`src/rtl/memwin_pkg.sv`:
```
package memwin_pkg;
    localparam int START_W    = 13;
    localparam int SIZE_W     = 4;
    localparam int ATTR_W     = 3;
    localparam int SIZE_CODES = 12;
    localparam int CMP_LO     = 16;

    localparam int ATTR_CACHE = 0;
    localparam int ATTR_HOLE  = 1;
    localparam int ATTR_FORCE = 2;

    typedef struct packed {
        logic [START_W-1:0] start;
        logic [SIZE_W-1:0]  size;
        logic [ATTR_W-1:0]  attr;
    } win_cfg_t;

    typedef enum logic [2:0] {
        TGT_IDLE,
        TGT_DRAM,
        TGT_LBUS,
        TGT_ROM,
        TGT_EXP
    } tgt_e;
endpackage

```
`src/rtl/memwin_regs.sv`:
```
module memwin_regs
    import memwin_pkg::*;
#(
    parameter int NUM_WIN = 2,
    localparam int SEL_W = (NUM_WIN > 1) ? $clog2(NUM_WIN) : 1
) (
    input  logic                       clk,
    input  logic                       rst_n,
    input  logic                       we,
    input  logic [SEL_W-1:0]           sel,
    input  win_cfg_t                   wdata,
    output win_cfg_t [NUM_WIN-1:0]     cfg
);
    for (genvar w = 0; w < NUM_WIN; w++) begin : g_win
        always_ff @(posedge clk or negedge rst_n) begin
            if (!rst_n) begin
                cfg[w] <= '0;
            end else if (we && (sel == SEL_W'(w))) begin
                cfg[w] <= wdata;
            end
        end
    end
endmodule

```
`src/rtl/memwin_match.sv`:
```
module memwin_match
    import memwin_pkg::*;
(
    input  win_cfg_t    cfg,
    input  logic [31:0] addr,
    output logic        hit
);
    localparam int CMP_N = START_W - 1;

    logic [CMP_N-1:0]   care;
    logic [START_W-1:0] key;
    logic               size_ok;

    always_comb begin
        for (int j = 0; j < CMP_N; j++) begin
            care[j] = (j >= int'(cfg.size));
        end
        key     = {addr[31], addr[CMP_LO+CMP_N-1:CMP_LO]};
        size_ok = (int'(cfg.size) < SIZE_CODES);
        hit     = size_ok && (((key ^ cfg.start) & {1'b1, care}) == '0);
    end
endmodule

```
`src/rtl/memwin_steer.sv`:
```
module memwin_steer
    import memwin_pkg::*;
(
    input  logic              clk,
    input  logic              rst_n,
    input  logic              cyc_valid,
    input  logic              addr_high,
    input  logic              dram_hit,
    input  logic              rom_hit,
    input  logic              lb_claim,
    input  logic [ATTR_W-1:0] attr_any,
    output logic              sel_dram,
    output logic              sel_lbus,
    output logic              sel_rom,
    output logic              sel_exp,
    output logic              rom_cs,
    output logic              cacheable
);
    tgt_e tgt_q, tgt_d;
    logic rom_cs_q, rom_cs_d;
    logic cache_q, cache_d;

    always_comb begin
        if (!cyc_valid) begin
            tgt_d = TGT_IDLE;
        end else if (lb_claim || attr_any[ATTR_FORCE]) begin
            tgt_d = TGT_LBUS;
        end else if (dram_hit && !addr_high && !attr_any[ATTR_HOLE]) begin
            tgt_d = TGT_DRAM;
        end else if (rom_hit) begin
            tgt_d = TGT_ROM;
        end else begin
            tgt_d = TGT_EXP;
        end
        rom_cs_d = cyc_valid && rom_hit && (tgt_d != TGT_DRAM);
        cache_d  = cyc_valid && attr_any[ATTR_CACHE];
    end

    always_ff @(posedge clk or negedge rst_n) begin
        if (!rst_n) begin
            tgt_q    <= TGT_IDLE;
            rom_cs_q <= 1'b0;
            cache_q  <= 1'b0;
        end else begin
            tgt_q    <= tgt_d;
            rom_cs_q <= rom_cs_d;
            cache_q  <= cache_d;
        end
    end

    always_comb begin
        sel_dram  = 1'b0;
        sel_lbus  = 1'b0;
        sel_rom   = 1'b0;
        sel_exp   = 1'b0;
        rom_cs    = rom_cs_q;
        cacheable = cache_q;
        unique case (tgt_q)
            TGT_IDLE: ;
            TGT_DRAM: sel_dram = 1'b1;
            TGT_LBUS: sel_lbus = 1'b1;
            TGT_ROM:  sel_rom  = 1'b1;
            TGT_EXP:  sel_exp  = 1'b1;
            default:  ;
        endcase
    end
endmodule

```
`src/rtl/memwin_decoder.sv`:
```
module memwin_decoder
    import memwin_pkg::*;
#(
    parameter int NUM_WIN = 2,
    localparam int SEL_W = (NUM_WIN > 1) ? $clog2(NUM_WIN) : 1
) (
    input  logic               clk,
    input  logic               rst_n,
    input  logic               cfg_we,
    input  logic [SEL_W-1:0]   cfg_sel,
    input  logic [12:0]        cfg_start,
    input  logic [3:0]         cfg_size,
    input  logic [2:0]         cfg_attr,
    input  logic               cyc_valid,
    input  logic [31:0]        cyc_addr,
    input  logic               cyc_dram_hit,
    input  logic               cyc_rom_hit,
    input  logic               cyc_lb_claim,
    output logic               sel_dram,
    output logic               sel_lbus,
    output logic               sel_rom,
    output logic               sel_exp,
    output logic               rom_cs,
    output logic               cacheable
);
    win_cfg_t                 wdata;
    win_cfg_t [NUM_WIN-1:0]   cfg;
    logic     [NUM_WIN-1:0]   hit;
    logic     [ATTR_W-1:0]    attr_any;

    assign wdata = '{start: cfg_start, size: cfg_size, attr: cfg_attr};

    memwin_regs #(.NUM_WIN(NUM_WIN)) u_regs (
        .clk   (clk),
        .rst_n (rst_n),
        .we    (cfg_we),
        .sel   (cfg_sel),
        .wdata (wdata),
        .cfg   (cfg)
    );

    for (genvar w = 0; w < NUM_WIN; w++) begin : g_match
        memwin_match u_match (
            .cfg  (cfg[w]),
            .addr (cyc_addr),
            .hit  (hit[w])
        );
    end

    always_comb begin
        attr_any = '0;
        for (int w = 0; w < NUM_WIN; w++) begin
            if (hit[w]) begin
                attr_any = attr_any | cfg[w].attr;
            end
        end
    end

    memwin_steer u_steer (
        .clk       (clk),
        .rst_n     (rst_n),
        .cyc_valid (cyc_valid),
        .addr_high (cyc_addr[31]),
        .dram_hit  (cyc_dram_hit),
        .rom_hit   (cyc_rom_hit),
        .lb_claim  (cyc_lb_claim),
        .attr_any  (attr_any),
        .sel_dram  (sel_dram),
        .sel_lbus  (sel_lbus),
        .sel_rom   (sel_rom),
        .sel_exp   (sel_exp),
        .rom_cs    (rom_cs),
        .cacheable (cacheable)
    );
endmodule

```
`config.mk`:
```
export PLATFORM = sky130hd
export DESIGN_NAME = memwin_decoder
export DESIGN_NICKNAME = d
export VERILOG_FILES = /design/src/rtl/memwin_pkg.sv /design/src/rtl/memwin_regs.sv /design/src/rtl/memwin_match.sv /design/src/rtl/memwin_steer.sv /design/src/rtl/memwin_decoder.sv
export SDC_FILE = /design/constraint.sdc
export NUM_CORES = 1
export LEC_CHECK = 0
export ABC_AREA = 1
export ABC_CLOCK_PERIOD_IN_PS = 1900
export BUFFER_PORTS_ARGS = -buffer_cell sky130_fd_sc_hd__buf_4
export CAP_MARGIN = 20
export CORE_MARGIN = 2
export CORE_UTILIZATION = 26
export CTS_BUF_LIST = sky130_fd_sc_hd__clkbuf_16
export DETAILED_ROUTE_END_ITERATION = 6
export SETUP_SLACK_MARGIN = 0.05
export SYNTH_ARGS = -nofsm -noshare
export SYNTH_HDL_FRONTEND = slang
export SYNTH_SLANG_ARGS = --single-unit
```
`constraint.sdc`:
```
create_clock -name clk -period 1.9 [get_ports clk]
set_clock_uncertainty 0.2 [all_clocks]
set_input_delay 0.38 -clock clk [delete_from_list [all_inputs] [get_ports clk]]
set_output_delay 0.38 -clock clk [all_outputs]
set_load 0.01 [all_outputs]
```
==> run_results.csv, run 1 <==
group,metric,value,unit
clocking,numClockSinks,45,
floorplan,die_x,98.0,um
sta,hold_viol,0,
floorplan,core_area,8640,um^2
cells_and_area,ff_latch_area,1130,um^2
cells_and_area,finalNonFillerCells,455,
placement,gp_congestion,0.798,
grt,grt_pass1_vias,1905,
sta,fmax,607,MHz
grt,grt_max_degree,46,
setup_path,end_kind,"register",
drt,ant_nets,0,
sta,period_share,0.867,
power_and_ir_drop,p_int,0.00174,W
setup_path,crit_path_max_fanout,3,
run_status,status,"finished, final reports clean",
cells_and_area,antennaDiodeCount,0,
synthesis,yosysSeqAreaShare,0.490,
synthesis,yosys_warnings,0,
sta,finalSetupViolCount,0,
clocking,clock-root-buffer,"clkbuf_16",
cells_and_area,n_fill_cell,918,
power_and_ir_drop,p_comb_frac,0.183,
cells_and_area,syn2layout_area_growth,26.9,%
drt,drt_iter0_drc,103,
grt,grt_pass1_wl,8490,um
floorplan,chipHeight,98.0,um
cells_and_area,design_area,2910,um^2
floorplan,rows,34,
setup_path,critPathArrivalTime,1620,ps
synthesis,netlist_instances,298,
cells_and_area,final_common_cell,"nand2_1",
cells_and_area,layout_common_cells,"nand2_1, buf_4, o21ai_0, inv_1, dfrtp_1",
grt,antenna_found_initial,0,
power_and_ir_drop,p_sw_frac,0.279,
synthesis,avgSynthCellArea,7.70,um^2
power_and_ir_drop,power.density,830,nW/um^2
cells_and_area,drive_gt1_frac,0.193,
drt,wire_per_inst,11.1,um
cells_and_area,final_net_count,406,
sta,worst_slew_pin_slew,558,ps
clocking,cts_setup_buffers,0,
sta,slew_violations,0,
setup_path,worstSetupPathType,"register to register",
min_path,hold_depth,3,
setup_path,required,1870,ps
placement,dp_cells,446,
placement,pre_cts_ws,113,ps
sta,slew_headroom,0.628,
setup_path,critPathLaunchType,"register",
placement,port-buffer-count,46,
power_and_ir_drop,leakagePower,1.52,nW
synthesis,mappedNetlistArea,2300,um^2
sta,rsz0062_at_grt,"no",
drt,viasPerCell,4.29,
floorplan,start_util,0.266,
clocking,cts_tree,"done",
power_and_ir_drop,p_clk_frac,0.336,
min_path,min_path_type,"primary input to register",
clocking,cts_buffers,5,
run,maxCapViolations,0,
placement,hpwl,3780,um
grt,overflow,0,
drt,wl,5050,um
synthesis,ys_ff_latch,45,
drt,firstDrtPassIters,5,
placement,placed_area,2760,um^2
synthesis,synth_nets,358,
clocking,cts.reportedPaths.clkPinSlew,60,ps
floorplan,fp.dieArea,9600,um^2
power_and_ir_drop,switchingPower,0.000675,W
sta,setup-tns-final,0,ps
sta,post-route-min-period,1650,ps
cells_and_area,multi_input_area,973,um^2
setup_path,worstRegToRegCells,11,
power_and_ir_drop,p_seq_frac,0.481,
grt,grtUsageTotal,0.108,
clocking,htreeDepth,2,
sta,fin_ws,252,ps
drt,drc,0,
synthesis,netlist-cell-type-count,21,
floorplan,boundaryPins,66,
drt,num_vias,1950,
clocking,clockBufferDepth,2,
power_and_ir_drop,ir_drop,0.342,mV
clocking,clk_latency,280,ps
## per-stage QoR
stage / hold WS (ps) / power, W / utilization
after floorplan: -116 / 0.00143 / -
after global placement: 207 / 0.00161 / 0.320
after detailed placement: 217 / 0.00162 / 0.320
after CTS: 134 / 0.00244 / 0.337
after global routing: 152 / 0.00256 / 0.337
final: 134 / 0.00242 / 0.337
## cells in the mapped netlist
cell type | count | area, um^2
nor2_2 | 3 | 18.8
a21oi_1 | 2 | 10.0
nor2_1 | 16 | 60.1
o211ai_1 | 1 | 7.51
nand2_2 | 2 | 12.5
xnor2_1 | 1 | 8.76
xor2_1 | 14 | 123
dfrtp_1 | 45 | 1130
a21boi_0 | 1 | 7.51
nand2_1 | 87 | 327
or2_0 | 1 | 6.26
nand4_1 | 1 | 6.26
o21ai_0 | 45 | 225
nand3_2 | 4 | 40.0
o21ai_1 | 2 | 10.0
clkbuf_1 | 8 | 30.0
or2_1 | 1 | 6.26
inv_1 | 45 | 169
nand3_1 | 15 | 75.1
o211ai_2 | 1 | 12.5
nor3_1 | 3 | 15.0
## layer usage
layer | up-vias | wire length, um | track usage
met1 | 876 | 2510 | 0.147
li1 | 1027 | - | -
met4 | 0 | 22 | 0.0321
met2 | 45 | 2280 | 0.174
met3 | 2 | 242 | 0.0236
met5 | - | 0 | 0
## worst max-delay path, cell delays in order (launching register included)
cell	delay (ps)
dfrtp_1	390
or2_0	200
nand3_1	70
nand2_1	60
nor2_1	120
nand2_1	80
nand2_2	100
nand3_2	80
nand3_2	100
nand2_2	60
inv_1	50
nor2_1	30
## layout make-up
type | count | share of cell area
Inverter | 45 | 0.0580
Clock buffer | 5 | 0.0429
Clock inverter | 3 | 0.00429
Multi-Input combinational cell | 200 | 0.334
Timing Repair Buffer | 49 | 0.127
Sequential cell | 45 | 0.387
Tap cell | 108 | 0.0464
## power groups by stage
| stage | registers [W] | clock network [W] | logic [W] |
|---|---|---|---|
| 3_5_place_dp | 0.00118 | 0 | 0.000444 |
| 3_3_place_gp | 0.00117 | 0 | 0.000434 |
| 6_report | 0.00116 | 0.000811 | 0.000443 |
| 5_1_grt | 0.00118 | 0.000867 | 0.000516 |
| 2_1_floorplan | 0.00116 | 0 | 0.000277 |
| 4_1_cts | 0.00116 | 0.000827 | 0.000449 |
## state kept, by name (all words and copies together) (netlist names)
name               flops
u_regs.cfg            40
u_steer.tgt_q          3
u_steer.rom_cs         1
u_steer.cacheable      1
## kinds of logic after synthesis
| kind of cell | count (synthesis) | share of synthesized area |
|---|---|---|
| and+or+nand+nor | 133 | 0.247 |
| AOI/OAI and AO/OA | 52 | 0.119 |
| buffers and inverters | 53 | 0.0866 |
| xor gates and xnor gates | 15 | 0.0572 |
| DFF | 45 | 0.490 |
## worst paths after layout
path	slack, ps	endpoint	start
setup reg to reg	250	u_steer.tgt_q[0]	u_regs.cfg[32]
hold reg to reg	300	u_regs.cfg[6]	u_regs.cfg[6]
min in group asynchronous	440	u_regs.cfg[3]	rst_n
max in group asynchronous	660	u_regs.cfg[24]	rst_n
setup / recovery	250	u_steer.tgt_q[0]	u_regs.cfg[32]
hold / removal	130	u_steer.rom_cs	cyc_rom_hit
## timing repair
item | 4_1_cts | 5_1_grt
hold buffers | 1 | 0
hold endpoints to repair | 45 | 0
resized for setup | 0 | 3
endpoints found under the setup margin | 0 | 3
(Power assumes the default switching activity.)
==> inputs of run 2 (changes only) <==
--- a/config.mk
+++ b/config.mk
@@ -9,7 +9,6 @@
 export ABC_CLOCK_PERIOD_IN_PS = 1900
 export BUFFER_PORTS_ARGS = -buffer_cell sky130_fd_sc_hd__buf_4
 export CAP_MARGIN = 20
-export CORE_MARGIN = 2
 export CORE_UTILIZATION = 26
 export CTS_BUF_LIST = sky130_fd_sc_hd__clkbuf_16
 export DETAILED_ROUTE_END_ITERATION = 6
==> run_results.csv, run 2 (synthesized netlist as in run 1, its figures left out) <==
group,metric,value,unit
drt,wl,4980,um
placement,gp_congestion,0.780,
sta,post-route-min-period,1670,ps
cells_and_area,regMostFlops,"u_regs.cfg",
cells_and_area,reg_top3,"u_regs.cfg (40), u_steer.tgt_q (3)",
power_and_ir_drop,ir_drop,0.348,mV
cells_and_area,antennaDiodeCount,0,
clocking,numClockSinks,45,
grt,overflow,0,
placement,port-buffer-count,46,
drt,wire_per_inst,11.0,um
drt,firstDrtPassIters,4,
floorplan,rows,33,
sta,fmax,598,MHz
clocking,cts_buffers,5,
sta,fin_ws,228,ps
placement,dp_cells,443,
floorplan,die_x,96.0,um
sta,finalSetupViolCount,0,
setup_path,worstSetupPathType,"register to register",
floorplan,boundaryPins,66,
placement,pre_cts_ws,118,ps
setup_path,required,1870,ps
drt,drt_iter0_drc,111,
sta,slew_headroom,0.626,
sta,hold_viol,0,
grt,grt_pass1_vias,1755,
clocking,cts_tree,"done",
cells_and_area,syn2layout_area_growth,27.7,%
cells_and_area,final_common_cell,"nand2_1",
grt,grt_max_degree,46,
run_status,status,"finished, final reports clean",
setup_path,critPathArrivalTime,1650,ps
min_path,min_path_type,"primary input to register",
power_and_ir_drop,leakagePower,1.53,nW
floorplan,chipHeight,96.0,um
cells_and_area,finalNonFillerCells,451,
grt,grt_pass1_wl,8180,um
drt,drc,0,
setup_path,critPathLaunchType,"register",
run,maxCapViolations,0,
sta,worst_slew_pin_slew,561,ps
clocking,htreeDepth,2,
clocking,clk_latency,280,ps
cells_and_area,n_fill_cell,880,
cells_and_area,drive_gt1_frac,0.194,
sta,setup-tns-final,0,ps
setup_path,end_kind,"register",
sta,slew_violations,0,
cells_and_area,layout_common_cells,"nand2_1, buf_4, o21ai_0, inv_1, dfrtp_1",
drt,num_vias,1924,
cells_and_area,final_util,0.350,
clocking,cts.reportedPaths.clkPinSlew,60,ps
clocking,clockBufferDepth,2,
setup_path,crit_path_max_fanout,7,
placement,hpwl,3720,um
grt,antenna_found_initial,0,
drt,viasPerCell,4.27,
sta,hold_slack,134,ps
sta,rsz0062_at_grt,"no",
drt,ant_nets,0,
floorplan,start_util,0.274,
cells_and_area,largest_reg_flops,40,
cells_and_area,final_net_count,406,
floorplan,fp.dieArea,9210,um^2
power_and_ir_drop,power.density,867,nW/um^2
clocking,clock-root-buffer,"clkbuf_16",
grt,grtUsageTotal,0.119,
sta,period_share,0.880,
floorplan,core_area,8380,um^2
-- run 2: final cells by class --
type	count	area, um^2	share of cell area
Timing Repair Buffer	49	370	0.126
Clock buffer	5	125	0.0427
Sequential cell	45	1130	0.385
Multi-Input combinational cell	200	973	0.332
Inverter	45	169	0.0576
Clock inverter	2	35.0	0.0120
Tap cell	105	131	0.0448
-- run 2: worst paths after layout --
check	to	from	depth (start not counted)	slack [ps]
setup / recovery	u_steer.tgt_q[0]	u_regs.cfg[4]	9	230
hold / removal	u_steer.rom_cs	cyc_rom_hit	3	130
setup reg to reg	u_steer.tgt_q[0]	u_regs.cfg[4]	9	230
hold reg to reg	u_regs.cfg[26]	u_regs.cfg[26]	2	290
max in group asynchronous	u_regs.cfg[24]	rst_n	2	650
min in group asynchronous	u_regs.cfg[11]	rst_n	2	440
-- run 2: metrics by stage --
step                cell area, um^2  power, W
floorplan                      2300   0.00143
global placement               2760   0.00161
detailed placement             2760   0.00162
CTS                            2930   0.00257
global route                   2930   0.00270
finish                         2930   0.00254
-- run 2: power by group --
part	internal, W	switching, W	total [W]
combinational	0.000196	0.000245	0.000441
sequential	0.00107	0.0000908	0.00116
clock	0.000610	0.000329	0.000938
total	0.00188	0.000664	0.00254
-- run 2: critical path, cell delays in order, from the launching register on --
cell and delay [ps]:
dfrtp_1 460, inv_1 100, o21ai_0 180, o211ai_1 120, nor2_2 150, nand3_1 110
nand3_2 90, nand2_2 60, inv_1 50, nor2_1 30
-- run 2: routing by layer --
layer | GRT usage | routed length [um] | up-vias
li1 | - | - | 1024
met1 | 0.166 | 2480 | 858
met2 | 0.179 | 2210 | 35
met3 | 0.0308 | 229 | 7
met4 | 0.0373 | 60 | 0
met5 | 0 | 0 | -
-- run 2: what timing repair did --
item / CTS / global route
setup buffers: 0 / 0
resized for setup: 0 / 2
setup endpoints to repair: 0 / 2
endpoints found under the hold margin: 45 / 0
hold buffers: 1 / 0
==> inputs of run 3 (changes only) <==
--- a/config.mk
+++ b/config.mk
@@ -6,7 +6,7 @@
 export NUM_CORES = 1
 export LEC_CHECK = 0
 export ABC_AREA = 1
-export ABC_CLOCK_PERIOD_IN_PS = 1900
+export ABC_CLOCK_PERIOD_IN_PS = 1500
 export BUFFER_PORTS_ARGS = -buffer_cell sky130_fd_sc_hd__buf_4
 export CAP_MARGIN = 20
 export CORE_UTILIZATION = 26
==> constraint.sdc (replaced) <==
create_clock -name clk -period 1.5 [get_ports clk]
set_clock_uncertainty 0.2 [all_clocks]
set_input_delay 0.3 -clock clk [delete_from_list [all_inputs] [get_ports clk]]
set_output_delay 0.3 -clock clk [all_outputs]
set_load 0.01 [all_outputs]
==> run_results.csv, run 3 (synthesized netlist as in run 1, its figures left out) <==
group,metric,value,unit
power_and_ir_drop,p_int,0.00227,W
sta,slew_violations,0,
placement,placed_area,2830,um^2
sta,rsz0062_at_grt,"yes",
setup_path,crit_family,"simple AND/OR/NAND/NOR gates",
clocking,clock-root-buffer,"clkbuf_16",
clocking,numClockSinks,45,
min_path,min_path_type,"primary input to register",
setup_path,worstSetupPathType,"register to register",
floorplan,fp.dieArea,9210,um^2
min_path,holdPathEnd,"u_steer.rom_cs",
sta,slew_headroom,0.619,
run,maxCapViolations,0,
sta,post-route-min-period,1630,ps
clocking,htreeDepth,2,
power_and_ir_drop,p_seq_frac,0.466,
cells_and_area,finalNonFillerCells,461,
floorplan,boundaryPins,66,
grt,grt_max_degree,46,
power_and_ir_drop,power.density,1030,nW/um^2
drt,firstDrtPassIters,4,
sta,finalSetupViolCount,9,
clocking,clockBufferDepth,2,
setup_path,cp_slowest_cell,"dfrtp_2",
grt,grt_pass1_wl,8800,um
power_and_ir_drop,ir_drop,0.365,mV
run_status,status,"finished with violations",
placement,gp_congestion,0.775,
setup_path,end_kind,"register",
drt,wl,5150,um
floorplan,chipHeight,96.0,um
cells_and_area,layout_common_cells,"nand2_1, buf_4, o21ai_0",
cells_and_area,reg_top3,"u_regs.cfg (40), u_steer.tgt_q (3)",
cells_and_area,syn2layout_area_growth,34.6,%
floorplan,rows,33,
grt,overflow,0,
cells_and_area,final_common_cell,"nand2_1",
setup_path,max_stage_delay,470,ps
sta,fin_ws,-131,ps
cells_and_area,design_area,3090,um^2
floorplan,start_util,0.274,
sta,period_share,1.09,
power_and_ir_drop,switchingPower,0.000913,W
min_path,holdCritStartpoint,"cyc_rom_hit",
setup_path,worst-path-buf-inv,2,
power_and_ir_drop,leakagePower,1.59,nW
cells_and_area,antennaDiodeCount,0,
cells_and_area,regMostFlops,"u_regs.cfg",
setup_path,critPathArrivalTime,1610,ps
clocking,cts.reportedPaths.clkPinSlew,60,ps
drt,drc,0,
drt,ant_nets,0,
grt,grtUsageTotal,0.126,
clocking,cts_tree,"done",
power_and_ir_drop,p_comb_frac,0.203,
setup_path,worstRegToRegCells,9,
run_status,violations,"negative setup slack",
drt,num_vias,1984,
placement,dp_cells,449,
setup_path,crit_chain,"inv_2, o211ai_2, nand3_1, nor2_4, nand3_2, nand3_2, nand2_2, inv_2, nor2_1",
drt,viasPerCell,4.30,
cells_and_area,final_net_count,415,
setup_path,r2r_setup_slack,-130,ps
setup_path,regToRegStartpoint,"u_regs.cfg[24]",
floorplan,core_area,8380,um^2
setup_path,required,1480,ps
grt,antenna_found_initial,0,
setup_path,crit_path_max_fanout,7,
clocking,clk_latency,280,ps
cells_and_area,drive_gt1_frac,0.275,
placement,port-buffer-count,46,
drt,drt_iter0_drc,134,
sta,hold_slack,53.3,ps
setup_path,critPathLaunchType,"register",
setup_path,reg2reg_to,"u_steer.tgt_q[0]",
power_and_ir_drop,p_sw_frac,0.287,
min_path,hold_depth,3,
clocking,cts_buffers,5,
sta,worst_slew_pin_slew,571,ps
drt,wire_per_inst,11.2,um
placement,hpwl,3790,um
grt,grt_pass1_vias,1926,
cells_and_area,n_fill_cell,874,
sta,fmax,613,MHz
floorplan,die_x,96.0,um
sta,hold_viol,0,
power_and_ir_drop,p_clk_frac,0.332,
cells_and_area,largest_reg_flops,40,
## run 3: cell type report
class / count / area (um^2) / area share
inverter: 45 / 169 / 0.0547
clock inverter: 3 / 17.5 / 0.00567
sequential: 45 / 1130 / 0.366
clock buffer: 5 / 125 / 0.0405
timing repair buffer: 58 / 463 / 0.150
multi-input combinational: 200 / 1050 / 0.341
tap: 105 / 131 / 0.0425
## run 3: through the flow
stage               power [W]  TNS [ps]   util  setup WS (ps)
floorplan             0.00181         0      -           7.24
global placement      0.00207      -875  0.337           -203
detailed placement    0.00209      -918  0.337           -212
CTS                   0.00319      -631  0.362           -149
global route          0.00340     -1530  0.369           -303
finish                0.00318      -519  0.369           -131
## run 3: metal layers
layer	share of wire	track usage
met1	0.49	0.171
met2	0.45	0.198
met3	0.044	0.0300
met4	0.012	0.0423
met5	0	0
## run 3: tightest hold or removal path, stage by stage
cell     delay (ps)
buf_4           120
nand2_1          50
nor2_1           40
## run 3: power by group through the flow
stage,sequential (W),clock (W),combinational (W)
after floorplan,0.00146,0,0.000351
after global placement,0.00149,0,0.000583
after detailed placement,0.00149,0,0.000599
after CTS,0.00148,0.00109,0.000621
after global routing,0.00150,0.00115,0.000748
final,0.00148,0.00106,0.000645
## run 3: how the worst max path moves through the flow
stage	from	to	slack (ps)	cells after the start
2_1_floorplan	u_regs.cfg[36]	u_steer.tgt_q[0]	7	9
3_3_place_gp	cyc_addr[26]	u_steer.tgt_q[0]	-200	13
3_5_place_dp	cyc_addr[26]	u_steer.tgt_q[0]	-210	13
4_1_cts	u_regs.cfg[37]	u_steer.tgt_q[0]	-150	10
5_1_grt	u_regs.cfg[19]	u_steer.tgt_q[0]	-300	9
6_report	u_regs.cfg[24]	u_steer.tgt_q[0]	-130	9
## run 3: repair_timing
item / CTS / global route
cloned: 0 / 0
hold buffers: 1 / 0
pin swaps: 21 / 18
gates resized for setup: 16 / 13
endpoints found under the hold margin: 45 / 0
setup endpoints to repair: 9 / 9
setup buffers: 1 / 2
